[config.mk]
export PLATFORM = sky130hd
export DESIGN_NAME = mix4_quad_downmix
export DESIGN_NICKNAME = d
export VERILOG_FILES = /design/src/rtl/mix4_pkg.sv /design/src/rtl/mix4_phase_track.sv /design/src/rtl/mix4_sign_leg.sv /design/src/rtl/mix4_align_delay.sv /design/src/rtl/mix4_quad_downmix.sv
export SDC_FILE = /design/constraint.sdc
export NUM_CORES = 1
export LEC_CHECK = 0
export ABC_AREA = 1
export BUFFER_PORTS_ARGS = -buffer_cell sky130_fd_sc_hd__buf_4
export CORE_ASPECT_RATIO = 1.2
export CORE_MARGIN = 5
export CORE_UTILIZATION = 56
export DETAILED_ROUTE_END_ITERATION = 16
export PLACE_DENSITY = 0.75
export SLEW_MARGIN = 20
export SYNTH_ARGS = -nofsm -noshare
export SYNTH_HDL_FRONTEND = slang
export SYNTH_SLANG_ARGS = --single-unit
export TNS_END_PERCENT = 30
[constraint.sdc]
create_clock -name clk -period 1.5 [get_ports clk]
set_input_delay 0.3 -clock clk [delete_from_list [all_inputs] [get_ports clk]]
set_output_delay 0.3 -clock clk [all_outputs]
set_load 0.02 [all_outputs]
[src/rtl/mix4_pkg.sv]
package mix4_pkg;

    localparam int SAMPLE_W = 16;

    typedef logic signed [SAMPLE_W-1:0] sample_t;

    localparam sample_t SAMPLE_MAX = {1'b0, {(SAMPLE_W-1){1'b1}}};
    localparam sample_t SAMPLE_MIN = {1'b1, {(SAMPLE_W-1){1'b0}}};

    // Phase bit: PH_EVEN covers 0 deg (lane A) / 90 deg (lane B),
    // PH_ODD covers 180 deg (lane A) / 270 deg (lane B).
    typedef enum logic {
        PH_EVEN = 1'b0,
        PH_ODD  = 1'b1
    } lo_phase_e;

    typedef enum logic {
        LEG_COS = 1'b0,
        LEG_SIN = 1'b1
    } leg_kind_e;

    typedef struct packed {
        logic    vld;
        sample_t dat;
    } leg_word_t;

    function automatic sample_t neg_sat(sample_t x);
        if (x == SAMPLE_MIN) begin
            return SAMPLE_MAX;
        end
        return -x;
    endfunction

    // Cosine leg: +1,-1,... ; sine leg: -1,+1,...
    function automatic logic needs_flip(leg_kind_e kind, lo_phase_e ph);
        if (kind == LEG_COS) begin
            return (ph == PH_ODD);
        end
        return (ph == PH_EVEN);
    endfunction

endpackage

[src/rtl/mix4_phase_track.sv]
module mix4_phase_track
    import mix4_pkg::*;
(
    input  logic      clk,
    input  logic      rst,
    input  logic      in_valid,
    input  logic      sync,
    output lo_phase_e cur_phase
);

    lo_phase_e ph_q;

    assign cur_phase = sync ? PH_EVEN : ph_q;

    always_ff @(posedge clk) begin
        if (rst) begin
            ph_q <= PH_EVEN;
        end else if (in_valid) begin
            ph_q <= (cur_phase == PH_EVEN) ? PH_ODD : PH_EVEN;
        end else begin
            ph_q <= cur_phase;
        end
    end

    // a sync cycle leaves the bit at 0, or at 1 if it consumed a word
    a_r5_sync_pins_phase: assert property (@(posedge clk) disable iff (rst)
        sync |=> (ph_q == ($past(in_valid) ? PH_ODD : PH_EVEN)));

    // every valid word without sync advances the phase
    a_r4_valid_toggles: assert property (@(posedge clk) disable iff (rst)
        (in_valid && !sync) |=> (ph_q != $past(ph_q)));

    // idle cycles without sync keep the phase
    a_r4_idle_holds: assert property (@(posedge clk) disable iff (rst)
        (!in_valid && !sync) |=> $stable(ph_q));

endmodule

[src/rtl/mix4_sign_leg.sv]
module mix4_sign_leg
    import mix4_pkg::*;
#(
    parameter leg_kind_e KIND = LEG_COS
) (
    input  logic      clk,
    input  logic      rst,
    input  logic      in_valid,
    input  sample_t   sample,
    input  lo_phase_e phase,
    output leg_word_t out_w
);

    logic    flip;
    sample_t mixed;

    assign flip  = needs_flip(KIND, phase);
    assign mixed = flip ? neg_sat(sample) : sample;

    always_ff @(posedge clk) begin
        if (rst) begin
            out_w <= '0;
        end else begin
            out_w.vld <= in_valid;
            out_w.dat <= in_valid ? mixed : '0;
        end
    end

    // the most negative input saturates when it is negated
    a_r6_neg_saturates: assert property (@(posedge clk) disable iff (rst)
        (in_valid && flip && sample == SAMPLE_MIN) |=> (out_w.dat == SAMPLE_MAX));

    // an empty slot carries zero data
    a_r9_idle_zero: assert property (@(posedge clk) disable iff (rst)
        !in_valid |=> (out_w.dat == '0));

endmodule

[src/rtl/mix4_align_delay.sv]
module mix4_align_delay
    import mix4_pkg::*;
#(
    parameter int DEPTH = 3
) (
    input  logic      clk,
    input  logic      rst,
    input  leg_word_t din,
    output leg_word_t dout
);

    generate
        if (DEPTH == 0) begin : g_pass
            assign dout = din;
        end else begin : g_shift
            leg_word_t stage [DEPTH];

            always_ff @(posedge clk) begin
                if (rst) begin
                    for (int k = 0; k < DEPTH; k++) begin
                        stage[k] <= '0;
                    end
                end else begin
                    stage[0] <= din;
                    for (int k = 1; k < DEPTH; k++) begin
                        stage[k] <= stage[k-1];
                    end
                end
            end

            assign dout = stage[DEPTH-1];
        end
    endgenerate

endmodule

[src/rtl/mix4_quad_downmix.sv]
module mix4_quad_downmix
    import mix4_pkg::*;
#(
    parameter int LATENCY = 4
) (
    input  logic                             clk,
    input  logic                             rst,
    input  logic                             in_valid,
    input  logic                             sync,
    input  logic signed [mix4_pkg::SAMPLE_W-1:0] lane_a,
    input  logic signed [mix4_pkg::SAMPLE_W-1:0] lane_b,
    output logic                             i_valid,
    output logic signed [mix4_pkg::SAMPLE_W-1:0] i_data,
    output logic                             q_valid,
    output logic signed [mix4_pkg::SAMPLE_W-1:0] q_data
);

    localparam int MIX_STAGES = 1;
    localparam int ALIGN_D    = (LATENCY > MIX_STAGES) ? LATENCY - MIX_STAGES : 0;

    lo_phase_e phase;
    leg_word_t cos_mix, sin_mix;
    leg_word_t cos_out, sin_out;

    mix4_phase_track u_phase (
        .clk       (clk),
        .rst       (rst),
        .in_valid  (in_valid),
        .sync      (sync),
        .cur_phase (phase)
    );

    mix4_sign_leg #(.KIND(LEG_COS)) u_leg_i (
        .clk      (clk),
        .rst      (rst),
        .in_valid (in_valid),
        .sample   (lane_a),
        .phase    (phase),
        .out_w    (cos_mix)
    );

    mix4_sign_leg #(.KIND(LEG_SIN)) u_leg_q (
        .clk      (clk),
        .rst      (rst),
        .in_valid (in_valid),
        .sample   (lane_b),
        .phase    (phase),
        .out_w    (sin_mix)
    );

    mix4_align_delay #(.DEPTH(ALIGN_D)) u_dly_i (
        .clk  (clk),
        .rst  (rst),
        .din  (cos_mix),
        .dout (cos_out)
    );

    mix4_align_delay #(.DEPTH(ALIGN_D)) u_dly_q (
        .clk  (clk),
        .rst  (rst),
        .din  (sin_mix),
        .dout (sin_out)
    );

    assign i_valid = cos_out.vld;
    assign i_data  = cos_out.dat;
    assign q_valid = sin_out.vld;
    assign q_data  = sin_out.dat;

    // the two legs leave in lock-step
    a_r8_legs_aligned: assert property (@(posedge clk) disable iff (rst)
        i_valid == q_valid);

endmodule

==> After elaboration in Yosys (flattened, before gate mapping) <==
Memories as Yosys holds them, arrays and structs flattened.
Cells that the tools add are included.
{ "totals": {"n_memories": 2, "latch_bits": 0, "reg_bits": 34, "ram_bits": 102, "romBits": 0} }
{ "classes": {"n_addsub": 2, "bitwise_logic": 7, "shift": 0, "mul": 0, "n_div": 0, "order_cmp": 0, "reduce_logical": 1, "muxes": 20, "n_eq_ne": 2} }
{ "memory_table": {"columns": ["memory", "depth", "width", "rd", "rd_ports_with_merged_regs", "wr", "line", "rtl"], "rows": [
  ["u_dly_i.g_shift.stage", 3, 17, 3, 0, 3, "mix4_align_delay.sv:16", "leg_word_t stage [DEPTH];"],
  ["u_dly_q.g_shift.stage", 3, 17, 3, 0, 3, "mix4_align_delay.sv:16", null]
]} }
{ "ops": {"columns": ["operator", "n"], "rows": [
  ["17-bit 2-to-1 mux", 6],
  ["16-bit 2-to-1 mux", 6],
  ["16-bit == test, second input constant", 2],
  ["16-bit negator", 2],
  ["1-bit 2-to-1 mux", 8],
  ["1-bit bitwise OR", 6],
  ["2-bit OR reduction", 1],
  ["1-bit inverter", 1]
]} }

==> Logic depth before layout (Yosys ltp) <==
Gate-level depths: netlist of the first run.
{ "logic_depth": {"word_depth": 4, "mapped_depth": 11} }

==> Cells and area by module <==
From an unflattened synthesis of the first run, not the netlist that was laid out.
{ "hier_totals": {"cells_unflattened": 661, "area_unflattened_um2": 5270.1} }
{ "by_module_without_submodules": {"columns": ["module", "cells_each", "seq_area_each_um2", "instances", "area_each_um2"], "rows": [
  ["mix4_align_delay", 176, 1021.0, 2, 1599.0],
  ["mix4_sign_leg (u_leg_i)", 152, 340.3, 1, 1018.5],
  ["mix4_sign_leg (u_leg_q)", 148, 340.3, 1, 996.0],
  ["mix4_phase_track", 9, 20.0, 1, 57.6]
]} }

==> Worst setup path after synthesis of the first run <==
Ideal clock, no wire load.
{ "synth_timing": {"path_type": "input port to flip-flop", "from": "input port lane_a[0] (netlist bit)", "to": "register u_leg_i.out_w[15] (netlist bit)", "arrival_time_ns": 1.218, "n_path_buf": 1, "setup_ns": 0.115, "path_stages": 10, "slack_ns": 0.167, "path_cell_list": "inv_1 ha_1 nand3_2 inv_2 nand2_2 nor2_4 nand2_4 buf_6 nand3_1 nor2_1"} }
{ "synth_via": {"elab_chain_cells": 4, "elab_cells_between_ends": 5, "classes_between": "add/sub (1); eq/ne (1); mux (3)"} }
{ "synth_rtl": {"columns": ["element", "line", "rtl"], "rows": [
  ["from (decl)", "mix4_quad_downmix.sv:10", "input logic signed [mix4_pkg::SAMPLE_W-1:0] lane_a,"],
  ["parallel branches: the longest is 2 deep, another holds 16-bit negator", null, null],
  ["16-bit 2-to-1 mux *", "mix4_pkg.sv:31", "return -x;"],
  ["16-bit 2-to-1 mux *", "mix4_sign_leg.sv:18", "assign mixed = flip ? neg_sat(sample) : sample;"],
  ["to (decl)", "mix4_sign_leg.sv:11", "output leg_word_t out_w"]
]} }
Every way passes the cells marked *.
A chain may end at the register's enable or synchronous reset.

==> Final worst setup path of the first run <==
{ "layout_timing": {"from": "register u_phase.ph_q", "to": "register u_leg_q.out_w[5] (netlist bit)"} }
{ "layout_via": {"elab_chain_cells": 2} }
{ "layout_rtl": {"columns": ["element", "line", "rtl"], "rows": [
  ["from (decl)", "mix4_phase_track.sv:11", "lo_phase_e ph_q;"],
  ["from (signal assigned)", "mix4_phase_track.sv:19", "ph_q <= (cur_phase == PH_EVEN) ? PH_ODD : PH_EVEN;"],
  ["from (signal assigned)", "mix4_phase_track.sv:21", "ph_q <= cur_phase;"],
  ["1-bit 2-to-1 mux", "mix4_phase_track.sv:13", "assign cur_phase = sync ? PH_EVEN : ph_q;"],
  ["16-bit 2-to-1 mux", "mix4_sign_leg.sv:18", null],
  ["to (decl)", "mix4_sign_leg.sv:11", null]
]} }
No other way between the ends.

==> key figures, run 1 <==
Status
  – Outcome: finished, final reports clean

Floorplanning
  – FP Rows: 37
  – Ports: 70
  – Core area: 8610 sq um
  – Die width: 95.9 microns
  – Die height: 113 microns
  – Starting Density: 57.6%
  – Die area: 10900 sq um

STA
  – Fmax achieved: 759 MHz
  – Worst slew pin tran: 0.370 ns
  – Final worst slack: 0.183 ns
  – Tmin final: 1.32 ns
  – Max-slew headroom: 75.3%
  – Final slew viol count: 0
  – Final Skew: 0.00426 ns
  – Endpoints failing setup: 0
  – Final hold vios: 0
  – Final setup TNS: 0 ns
  – Fin crit share: 87.8%
  – Hold_ws: 0.0675 ns

GRT
  – GRT Residual Overflow: 0
  – Largest net degree at the start of global routing: 100
  – Initial antenna violation count: 0
  – Vias in the first global route: 3094
  – Met1 usage: 19.3%
  – Met2 Use GR: 22.6%
  – All-Layer GR Usage: 15.1%
  – Most Used Layer, Global Route: met2
  – First-pass GRT wire length: 13000 microns
  – Met3 Track Usage GR: 4.92%

Clocking
  – CTS buffer count: 17
  – Worst skew pair latency: 0.50 ns
  – Postcts setup bufs: 0
  – H-tree depth: 4
  – Clk sinks: 133
  – Reg clk slew, reported paths: 0.05 ns
  – CTS tree: built
  – Clock Path Buffers: 2
  – Clock root buffer: clkbuf_8

Worst setup path
  – Crit path top cell by count: inv_1
  – Worst EP arrival: 1.71 ns
  – R2r setup slk: 0.18 ns
  – Critical path class: register to register
  – Reg-to-Reg End: u_leg_q.out_w[5]$_SDFF_PP0_
  – Slowest cell on the critical path: dfxtp_1
  – CP bufs+invs: 3
  – Worst-path cell chain: inv_1 > nor2_4 > buf_4 > nor2_2 > nand3_4 > nand2_1 > o21ai_0 > inv_1
  – CP delay by family, top: simple AND/OR/NAND/NOR gates
  – CP required: 1.89 ns
  – Slowest stage delay, CP: 0.30 ns
  – CP Launch Type: register
  – Worst flop-to-flop path startpoint: u_phase.ph_q$_SDFF_PP0_
  – End point of the critical path: u_leg_q.out_w[5]$_SDFF_PP0_
  – R2R depth: 8
  – Crit path from: u_phase.ph_q$_SDFF_PP0_
  – Crit Path Max Fanout: 14
  – CP Capture Type: register
  – WP depth: 8

Logic synthesis
  – Ys async rst share: 0%
  – Part of the Yosys area used for sequential elements: 53.7%
  – Share of the synthesized area in the top cell type: 53.7%
  – Cells after Synth: 637
  – Synthesized cell area: 4960 sq um
  – Post-synth top flop: dfxtp_1
  – Largest cells by area after synthesis: dfxtp_1 (54%), nor2_1 (11%), inv_1 (10%)
  – Netlist cell types: 28
  – Syn Nets: 675
  – #FFs+latches synth: 133
  – Synth area leader: dfxtp_1
  – Number of synthesized flops with an enable pin: 0
  – Avg Synthesized Cell Area: 7.79 sq um
  – YS warnings: 0

Placement
  – Area of placed instances: 5340 sq um
  – I/O Buffers: 69
  – Final Wtd Congestion: 0.824
  – Final HPWL DP: 5210 microns
  – Pre-CTS setup slack: -0.0431 ns
  – Placed cell count: 777

Routing
  – Post-route DRC: 0
  – Routed Antenna Nets: 0
  – Wire per inst: 8.95 microns
  – First-pass DRT Iterations: 5
  – Via count: 3382
  – Drt total wl: 7250 microns
  – 1st-iter DRT viols: 156
  – Vias per cell: 4.18

Cells and area
  – Post-route design area: 5860 sq um
  – Fin cells: 810
  – Syn-to-layout area delta: 18.2%
  – Final #Nets: 718
  – Diode count: 0
  – Fillcell total: 742
  – Share of post-route cells with drive strength above 1: 19.0%

Pwr
  – Leakage: 2.80 nW
  – Power Dens Cells: 1290 nW/um^2
  – Maximum VDD drop: 0.599 mV

Job
  – MaxCap Viol Count: 0

Min path
  – Hold path cells: 3
  – Worst min path class: input pin to register
[repair_timing]
item / CTS / global route
resized for setup: 0 / 2
endpoints found under the hold margin: 1 / 0
endpoints found under the setup margin: 0 / 1
hold buffers: 1 / 0
[where the power goes]
group | switching [mW] | internal [mW] | total, mW
clock | 1.26 | 2.19 | 3.45
sequential | 0.0229 | 3.64 | 3.66
combinational | 0.280 | 0.191 | 0.471
total | 1.56 | 6.02 | 7.58
[flip-flops by register name, summed over array words and instances (netlist names)]
| register | cells |
|---|---|
| u_dly_q.g_shift.stage | 49 |
| u_leg_i.out_w | 16 |
| u_phase.ph_q | 1 |
| u_dly_i.g_shift.stage | 50 |
| u_leg_q.out_w | 17 |
[cells in the mapped netlist (2+ instances only)]
cell / n
dfxtp_1: 133
xor2_1: 3
buf_2: 2
nand3_1: 21
inv_2: 8
nand3_2: 4
nand2_2: 2
nand2_1: 71
nor2_4: 3
a31oi_1: 3
clkbuf_1: 13
o21ai_1: 13
nand2_4: 2
o21ai_0: 6
inv_1: 134
nor2_2: 7
o21ai_2: 3
buf_6: 3
nor2_1: 148
ha_1: 2
buf_4: 34
a21oi_1: 16
[area by class of cell]
cell class	instances	area (sq um)	area share, %
Sequential cell	133	2660	45.4
Multi-Input combinational cell	310	1420	24.2
Timing Repair Buffer	76	586	9.99
Inverter	142	536	9.13
Clock buffer	28	495	8.45
Tap cell	117	146	2.50
Clock inverter	4	20.0	0.341
[kinds of logic after synthesis]
group | share of synthesized area (%)
simple gates | 22.8
buf+inv | 17.8
flops | 53.7
compound gates | 4.61
xor+xnor | 0.706
fa+ha+maj | 0.504
[metal layers]
layer | up-vias | routed length (microns)
met5 | - | 0
met4 | 0 | 83
met3 | 7 | 383
met2 | 92 | 3300
met1 | 1386 | 3480
li1 | 1897 | -
[worst min-delay path by stage]
stage / from / to / slack (ns)
final: in_valid / u_phase.ph_q$_SDFF_PP0_ / 0.07
after CTS: in_valid / u_phase.ph_q$_SDFF_PP0_ / 0.04
after global routing: in_valid / u_phase.ph_q$_SDFF_PP0_ / 0.05
after global placement: u_dly_i.g_shift.stage[0][17]$_SDFF_PP0_ / u_dly_i.g_shift.stage[0][34]$_SDFF_PP0_ / 0.39
after floorplan: u_leg_i.out_w[0]$_SDFF_PP0_ / u_dly_i.g_shift.stage[0][0]$_SDFF_PP0_ / 0.39
after detailed placement: u_dly_i.g_shift.stage[0][4]$_SDFF_PP0_ / u_dly_i.g_shift.stage[0][21]$_SDFF_PP0_ / 0.39
[worst min-delay path, cell delays in order]
cell and delay, ns:
buf_4 0.12, nand2_1 0.05, a21oi_1 0.05
[cell usage in the layout (no fill, tap or decap), drive strengths merged]
cell type / netlist / routed
nand3: 26 / 26
nor2: 159 / 159
dfxtp: 133 / 133
and2: 1 / 1
nand4: 1 / 1
o21ai: 22 / 22
a21oi: 17 / 17
clkinv: 0 / 4
a31oi: 3 / 3
clkbuf: 13 / 28
nand2: 75 / 75
ha: 2 / 2
inv: 142 / 142
xor2: 3 / 3
dlygate4sd3: 0 / 1
xnor2: 1 / 1
buf: 39 / 75
[per-stage QoR]
step | utilization (%) | power (mW)
after global placement | 62.0 | 4.19
after detailed placement | 62.0 | 4.20
after floorplan | - | 4.03
after global routing | 68.1 | 7.93
after CTS | 68.1 | 7.64
final | 68.1 | 7.58
No activity file was read; power rests on OpenSTA's default activity.
==> run 2: changes to the inputs <==
--- a/config.mk
+++ b/config.mk
@@ -12,6 +12,7 @@
 export CORE_UTILIZATION = 56
 export DETAILED_ROUTE_END_ITERATION = 16
 export PLACE_DENSITY = 0.75
+export SETUP_SLACK_MARGIN = 0.2
 export SLEW_MARGIN = 20
 export SYNTH_ARGS = -nofsm -noshare
 export SYNTH_HDL_FRONTEND = slang
==> key figures, run 2 (synthesis results as in run 1) <==
Worst setup path
  – CP Launch Type: register
  – CP Capture Type: register
  – R2R depth: 7 (-1)
  – Reg-to-Reg End: u_leg_q.out_w[2]$_SDFF_PP0_
  – Worst EP arrival: 1.70 ns (about the same)
  – CP required: 1.88 ns (about the same)
  – Crit Path Max Fanout: 6 (-8)
  – Critical path class: register to register
  – R2r setup slk: 0.18 ns (about the same)
  – Worst flop-to-flop path startpoint: u_phase.ph_q$_SDFF_PP0_

STA
  – Worst slew pin tran: 0.386 ns (+0.0163 ns)
  – Fmax achieved: 760 MHz (+0.14%)
  – Fin crit share: 87.7% (-0.12 points)
  – Final setup TNS: 0 ns (unchanged)
  – Final worst slack: 0.184 ns (+0.00178 ns)
  – RSZ-0062 raised after global routing: true
  – Final slew viol count: 0 (unchanged)
  – Max-slew headroom: 74.3% (-1.1 points)
  – Endpoints failing setup: 0 (unchanged)
  – Tmin final: 1.32 ns (-0.00178 ns)
  – Final Skew: 0.00888 ns (+0.00462 ns)
  – Final hold vios: 0 (unchanged)

Routing
  – First-pass DRT Iterations: 4 (-1)
  – Wire per inst: 9.77 microns (+9.1%)
  – Vias per cell: 4.22 (+1.2%)
  – Post-route DRC: 0 (unchanged)
  – Routed Antenna Nets: 0 (unchanged)
  – Drt total wl: 7950 microns (+9.6%)
  – 1st-iter DRT viols: 130 (-17%)
  – Via count: 3438 (+1.7%)

Floorplanning
  – Core area: 8610 sq um (unchanged)
  – Ports: 70 (unchanged)
  – Die height: 113 microns (unchanged)
  – Die area: 10900 sq um (unchanged)
  – Starting Density: 57.6% (unchanged)
  – Die width: 95.9 microns (unchanged)
  – FP Rows: 37 (unchanged)

Min path
  – Hold Startpoint: lane_b[15]
  – Worst min path class: input pin to register
  – Hold path cells: 3 (unchanged)
  – Hold Path Sink: u_leg_q.out_w[15]$_SDFF_PP0_

Cells and area
  – Final #Nets: 723 (+0.70%)
  – Diode count: 0 (unchanged)
  – Top reg by flops: u_dly_i.g_shift.stage
  – Reg area: 2660 sq um (about the same)
  – Post-route design area: 6020 sq um (+2.6%)
  – Commonest non-fill, non-tap cells in the layout: nor2_1 (146), dfxtp_1 (132), inv_1 (129)
  – Fillcell total: 713 (-3.9%)
  – Syn-to-layout area delta: 21.3%
  – Max reg flops: 50 (unchanged)
  – Share of post-route cells with drive strength above 1: 22.7% (+3.6 points)
  – Final core utilization: 69.9% (+1.8 points)
  – Multi-input gate area: 1480 sq um (+4.2%)
  – Commonest non-fill, non-tap cell in the layout: nor2_1
  – Regs by FF count: u_dly_i.g_shift.stage x50, u_dly_q.g_shift.stage x49, u_leg_q.out_w x17

Clocking
  – CTS tree: built
  – CTS buffer count: 17 (unchanged)
  – Reg clk slew, reported paths: 0.06 ns (about the same)
  – H-tree depth: 4 (unchanged)
  – Clk sinks: 133 (unchanged)
  – Clock root buffer: clkbuf_8
  – Clock Path Buffers: 2 (unchanged)
  – Worst skew pair latency: 0.50 ns (about the same)
  – Hold_buf cts: 0 (-1)

Pwr
  – Final Power: 7.88 mW (+4.1%)
  – Leakage: 2.85 nW (+1.8%)
  – Power Dens Cells: 1310 nW/um^2 (+1.4%)
  – Maximum VDD drop: 0.919 mV (+53%)

Placement
  – Pre-CTS setup slack: 0.0320 ns (+0.0751 ns)
  – Final Wtd Congestion: 0.858 (+4.0%)
  – Area of placed instances: 5350 sq um (+0.23%)
  – I/O Buffers: 69 (unchanged)
  – Final HPWL DP: 5420 microns (+4.1%)

GRT
  – Vias in the first global route: 3224 (+4.2%)
  – Largest net degree at the start of global routing: 101 (+1.0%)
  – First-pass GRT wire length: 13700 microns (+5.3%)
  – Initial antenna violation count: 0 (unchanged)
  – All-Layer GR Usage: 15.9% (+0.82 points)
  – GRT Residual Overflow: 0 (unchanged)

Status
  – Outcome: finished, final reports clean

Job
  – MaxCap Viol Count: 0 (unchanged)
[run 2: changes by cell type in the layout (fill, tap and decap cells not counted), sizes merged]
cell and change:
buf +6, clkinv -2, dlygate4sd3 -1, bufinv +1
[run 2: cell type report]
| class | instances | share of cell area, % |
|---|---|---|
| clock buffers | 28 | 8.56 |
| inverters | 142 | 8.94 |
| flip-flops and latches | 133 | 44.3 |
| clock inverters | 3 | 0.665 |
| well taps | 117 | 2.43 |
| repair buffers | 81 | 10.6 |
| multi-input cells | 310 | 24.6 |
[run 2: report_power, final]
part,switching [mW],leakage [nW],internal (mW)
clock network,1.28,0.275,2.45
registers,0.0253,1.08,3.64
logic,0.300,1.49,0.202
[run 2: repair_timing]
item	CTS	global route
pin swaps	0	9
setup endpoints to repair	6	24
cloned	0	1
endpoints found under the hold margin	0	0
resized for setup	1	28
buffers inserted	0	5
[run 2: stage by stage]
| step | hold WS (ns) | std cells |
|---|---|---|
| 3_3_place_gp | 0.390 | 777 |
| 2_1_floorplan | 0.388 | 637 |
| 6_report | 0.0470 | 814 |
| 3_5_place_dp | 0.392 | 777 |
| 5_1_grt | 0.0513 | 814 |
| 4_1_cts | 0.0461 | 808 |
[run 2: worst max path at each step]
stage | start | endpoint | slack (ns) | cells after the start
final | u_phase.ph_q$_SDFF_PP0_ | u_leg_q.out_w[2]$_SDFF_PP0_ | 0.18 | 7
after global placement | lane_a[1] | u_leg_i.out_w[6]$_SDFF_PP0_ | 0.03 | 11
after floorplan | lane_a[1] | u_leg_i.out_w[15]$_SDFF_PP0_ | 0.23 | 10
after global routing | u_phase.ph_q$_SDFF_PP0_ | u_leg_q.out_w[2]$_SDFF_PP0_ | 0.13 | 7
after CTS | u_phase.ph_q$_SDFF_PP0_ | u_leg_i.out_w[6]$_SDFF_PP0_ | 0.17 | 8
after detailed placement | lane_a[0] | u_leg_i.out_w[6]$_SDFF_PP0_ | 0.03 | 11
[run 2: critical path, stage by stage (launching register included)]
cell	delay, ns
dfxtp_2	0.32
inv_2	0.04
nor2_4	0.22
buf_6	0.17
buf_4	0.10
nor2_1	0.04
xnor2_1	0.23
a21oi_2	0.08
[run 2: metal layers]
layer | global-route usage, % | vias up | share of wire, %
met1 | 20.1 | 1446 | 47
met4 | 7.87 | 0 | 1.1
li1 | - | 1909 | -
met5 | 0 | - | 0
met3 | 4.39 | 5 | 4.9
met2 | 24.9 | 78 | 47
==> run 3: changes to the inputs <==
--- a/config.mk
+++ b/config.mk
@@ -7,11 +7,13 @@
 export LEC_CHECK = 0
 export ABC_AREA = 1
 export BUFFER_PORTS_ARGS = -buffer_cell sky130_fd_sc_hd__buf_4
+export CELL_PAD_IN_SITES_DETAIL_PLACEMENT = 1
+export CELL_PAD_IN_SITES_GLOBAL_PLACEMENT = 2
 export CORE_ASPECT_RATIO = 1.2
 export CORE_MARGIN = 5
-export CORE_UTILIZATION = 56
+export CORE_UTILIZATION = 33
 export DETAILED_ROUTE_END_ITERATION = 16
-export PLACE_DENSITY = 0.75
+export PLACE_DENSITY = 0.76
 export SETUP_SLACK_MARGIN = 0.2
 export SLEW_MARGIN = 20
 export SYNTH_ARGS = -nofsm -noshare
==> key figures, run 3 (synthesis results as in run 1) <==
Cells and area
  – Syn-to-layout area delta: 26.2%
  – Final core utilization: 42.0% (-28 points)
  – Diode count: 0 (unchanged)
  – Max reg flops: 50 (unchanged)
  – Fillcell total: 1817 (+150%)
  – Multi-input gate area: 1530 sq um (+3.2%)
  – Final #Nets: 732 (+1.2%)
  – Reg area: 2660 sq um (unchanged)
  – Commonest non-fill, non-tap cells in the layout: nor2_1 (144), dfxtp_1 (132), inv_1 (131)
  – Post-route design area: 6260 sq um (+4.0%)
  – Commonest non-fill, non-tap cell in the layout: nor2_1
  – Top reg by flops: u_dly_i.g_shift.stage
  – Regs by FF count: u_dly_i.g_shift.stage x50, u_dly_q.g_shift.stage x49, u_leg_q.out_w x17
  – Share of post-route cells with drive strength above 1: 24.4% (+1.7 points)

Worst setup path
  – R2r setup slk: 0.20 ns (about the same)
  – Slowest cell on the critical path: dfxtp_2
  – CP Launch Type: register
  – Worst flop-to-flop path startpoint: u_phase.ph_q$_SDFF_PP0_
  – CP bufs+invs: 3 (unchanged)
  – Reg-to-Reg End: u_leg_q.out_w[10]$_SDFF_PP0_
  – Worst-path cell chain: inv_2 > nor2_4 > buf_6 > nor2_4 > nand3_4 > buf_6 > nand2_1 > nor2_2 > nor2_2
  – CP delay by family, top: simple AND/OR/NAND/NOR gates
  – Slowest stage delay, CP: 0.33 ns (about the same)
  – CP required: 1.78 ns (-0.10 ns)
  – R2R depth: 9 (+2)
  – Crit Path Max Fanout: 6 (unchanged)
  – CP Capture Type: register
  – Critical path class: register to register
  – Worst EP arrival: 1.58 ns (-0.12 ns)

STA
  – Tmin final: 1.30 ns (-0.0141 ns)
  – Fmax achieved: 768 MHz (+1.1%)
  – RSZ-0062 raised after global routing: true
  – Final hold vios: 0 (unchanged)
  – Worst slew pin tran: 0.424 ns (+0.0384 ns)
  – Final setup TNS: 0 ns (unchanged)
  – Fin crit share: 86.8% (-0.94 points)
  – Final slew viol count: 0 (unchanged)
  – Endpoints failing setup: 0 (unchanged)
  – Final worst slack: 0.198 ns (+0.0141 ns)
  – Max-slew headroom: 71.7% (-2.6 points)
  – Final Skew: 0.00853 ns (-0.000349 ns)

Routing
  – Vias per cell: 3.94 (-6.8%)
  – Routed Antenna Nets: 0 (unchanged)
  – Wire per inst: 11.2 microns (+15%)
  – Post-route DRC: 0 (unchanged)
  – Via count: 3584 (+4.2%)
  – Drt total wl: 10200 microns (+28%)
  – First-pass DRT Iterations: 4 (unchanged)
  – 1st-iter DRT viols: 134 (+3.1%)

Placement
  – Pre-CTS setup slack: -0.00523 ns (-0.0373 ns)
  – I/O Buffers: 69 (unchanged)
  – Final HPWL DP: 7310 microns (+35%)
  – Area of placed instances: 5460 sq um (+2.0%)
  – Final Wtd Congestion: 0.828 (-3.5%)

Pwr
  – Leakage: 2.90 nW (+1.7%)
  – Maximum VDD drop: 0.629 mV (-32%)
  – Power Dens Cells: 1280 nW/um^2 (-2.2%)
  – Final Power: 8.02 mW (+1.7%)

Clocking
  – CTS buffer count: 17 (unchanged)
  – Clk sinks: 133 (unchanged)
  – Clock root buffer: clkbuf_16
  – Hold_buf cts: 0 (unchanged)
  – Worst skew pair latency: 0.40 ns (-0.10 ns)
  – Clock Path Buffers: 2 (unchanged)
  – Reg clk slew, reported paths: 0.06 ns (about the same)
  – CTS tree: built
  – H-tree depth: 4 (unchanged)

GRT
  – All-Layer GR Usage: 11.8% (-4.1 points)
  – Initial antenna violation count: 0 (unchanged)
  – Largest net degree at the start of global routing: 101 (unchanged)
  – Vias in the first global route: 3479 (+7.9%)
  – GRT Residual Overflow: 0 (unchanged)
  – First-pass GRT wire length: 16500 microns (+20%)

Floorplanning
  – Die height: 144 microns (+28%)
  – FP Rows: 49 (+32%)
  – Core area: 14900 sq um (+73%)
  – Ports: 70 (unchanged)
  – Starting Density: 33.3% (-24 points)
  – Die width: 122 microns (+27%)
  – Die area: 17600 sq um (+62%)

Min path
  – Worst min path class: input pin to register
  – Hold Startpoint: lane_b[15]
  – Hold path cells: 3 (unchanged)
  – Hold Path Sink: u_leg_q.out_w[15]$_SDFF_PP0_

Job
  – MaxCap Viol Count: 0 (unchanged)

Status
  – Outcome: finished, final reports clean
[run 3: cell count changes in the layout (fill, tap and decap cells not counted), sizes merged]
| cell | previous run | this run |
|---|---|---|
| buf | 81 | 88 |
| nand2 | 75 | 76 |
| clkinvlp | 0 | 3 |
| clkbuf | 28 | 19 |
| clkinv | 2 | 9 |
[run 3: report_power, final]
group | switching, mW | total [mW] | internal (mW)
combinational | 0.325 | 0.540 | 0.215
clock | 1.47 | 3.82 | 2.35
sequential | 0.0258 | 3.66 | 3.63
total | 1.82 | 8.02 | 6.20
[run 3: layer usage]
layer	track usage (%)	routed length (microns)	vias up
met5	0	0	-
met4	5.66	199	0
met3	3.09	384	14
met2	17.4	4590	64
met1	16.2	5010	1573
li1	-	-	1933
[run 3: layout make-up]
| class | instances | area share (%) |
|---|---|---|
| clock buffers | 19 | 7.23 |
| well taps | 204 | 4.08 |
| inverters | 142 | 8.71 |
| clock inverters | 12 | 1.72 |
| flip-flops and latches | 133 | 42.5 |
| repair inverters | 1 | 0.140 |
| repair buffers | 88 | 11.2 |
| multi-input cells | 311 | 24.4 |
[run 3: worst max-delay path by stage]
stage,to,slack [ns],depth (start not counted),start
4_1_cts,u_leg_q.out_w[5]$_SDFF_PP0_,0.17,8,u_phase.ph_q$_SDFF_PP0_
5_1_grt,u_leg_q.out_w[9]$_SDFF_PP0_,0.12,10,u_phase.ph_q$_SDFF_PP0_
3_5_place_dp,u_leg_q.out_w[5]$_SDFF_PP0_,-0.005,8,sync
2_1_floorplan,u_leg_i.out_w[15]$_SDFF_PP0_,0.23,10,lane_a[1]
3_3_place_gp,u_leg_i.out_w[9]$_SDFF_PP0_,0.01,9,lane_a[6]
6_report,u_leg_q.out_w[10]$_SDFF_PP0_,0.20,9,u_phase.ph_q$_SDFF_PP0_
[run 3: tightest hold or removal path, delay by kind of cell]
kind	cells	cell delay, ns
simple gates	1	0.09
compound gates	1	0.04
buf+inv	1	0.09
[run 3: stage by stage]
step,hold slack [ns],std cells
after floorplan,0.388,637
after global placement,0.393,864
after detailed placement,0.394,864
after CTS,0.132,899
after global routing,0.144,910
final,0.153,910
[run 3: what timing repair did]
item                                    in CTS  in global routing
buffers inserted                             4                  9
resized for setup                            9                 31
endpoints found under the setup margin      13                 31
cloned                                       0                  2
hold endpoints to repair                     0                  0
pin swaps                                    2                  9
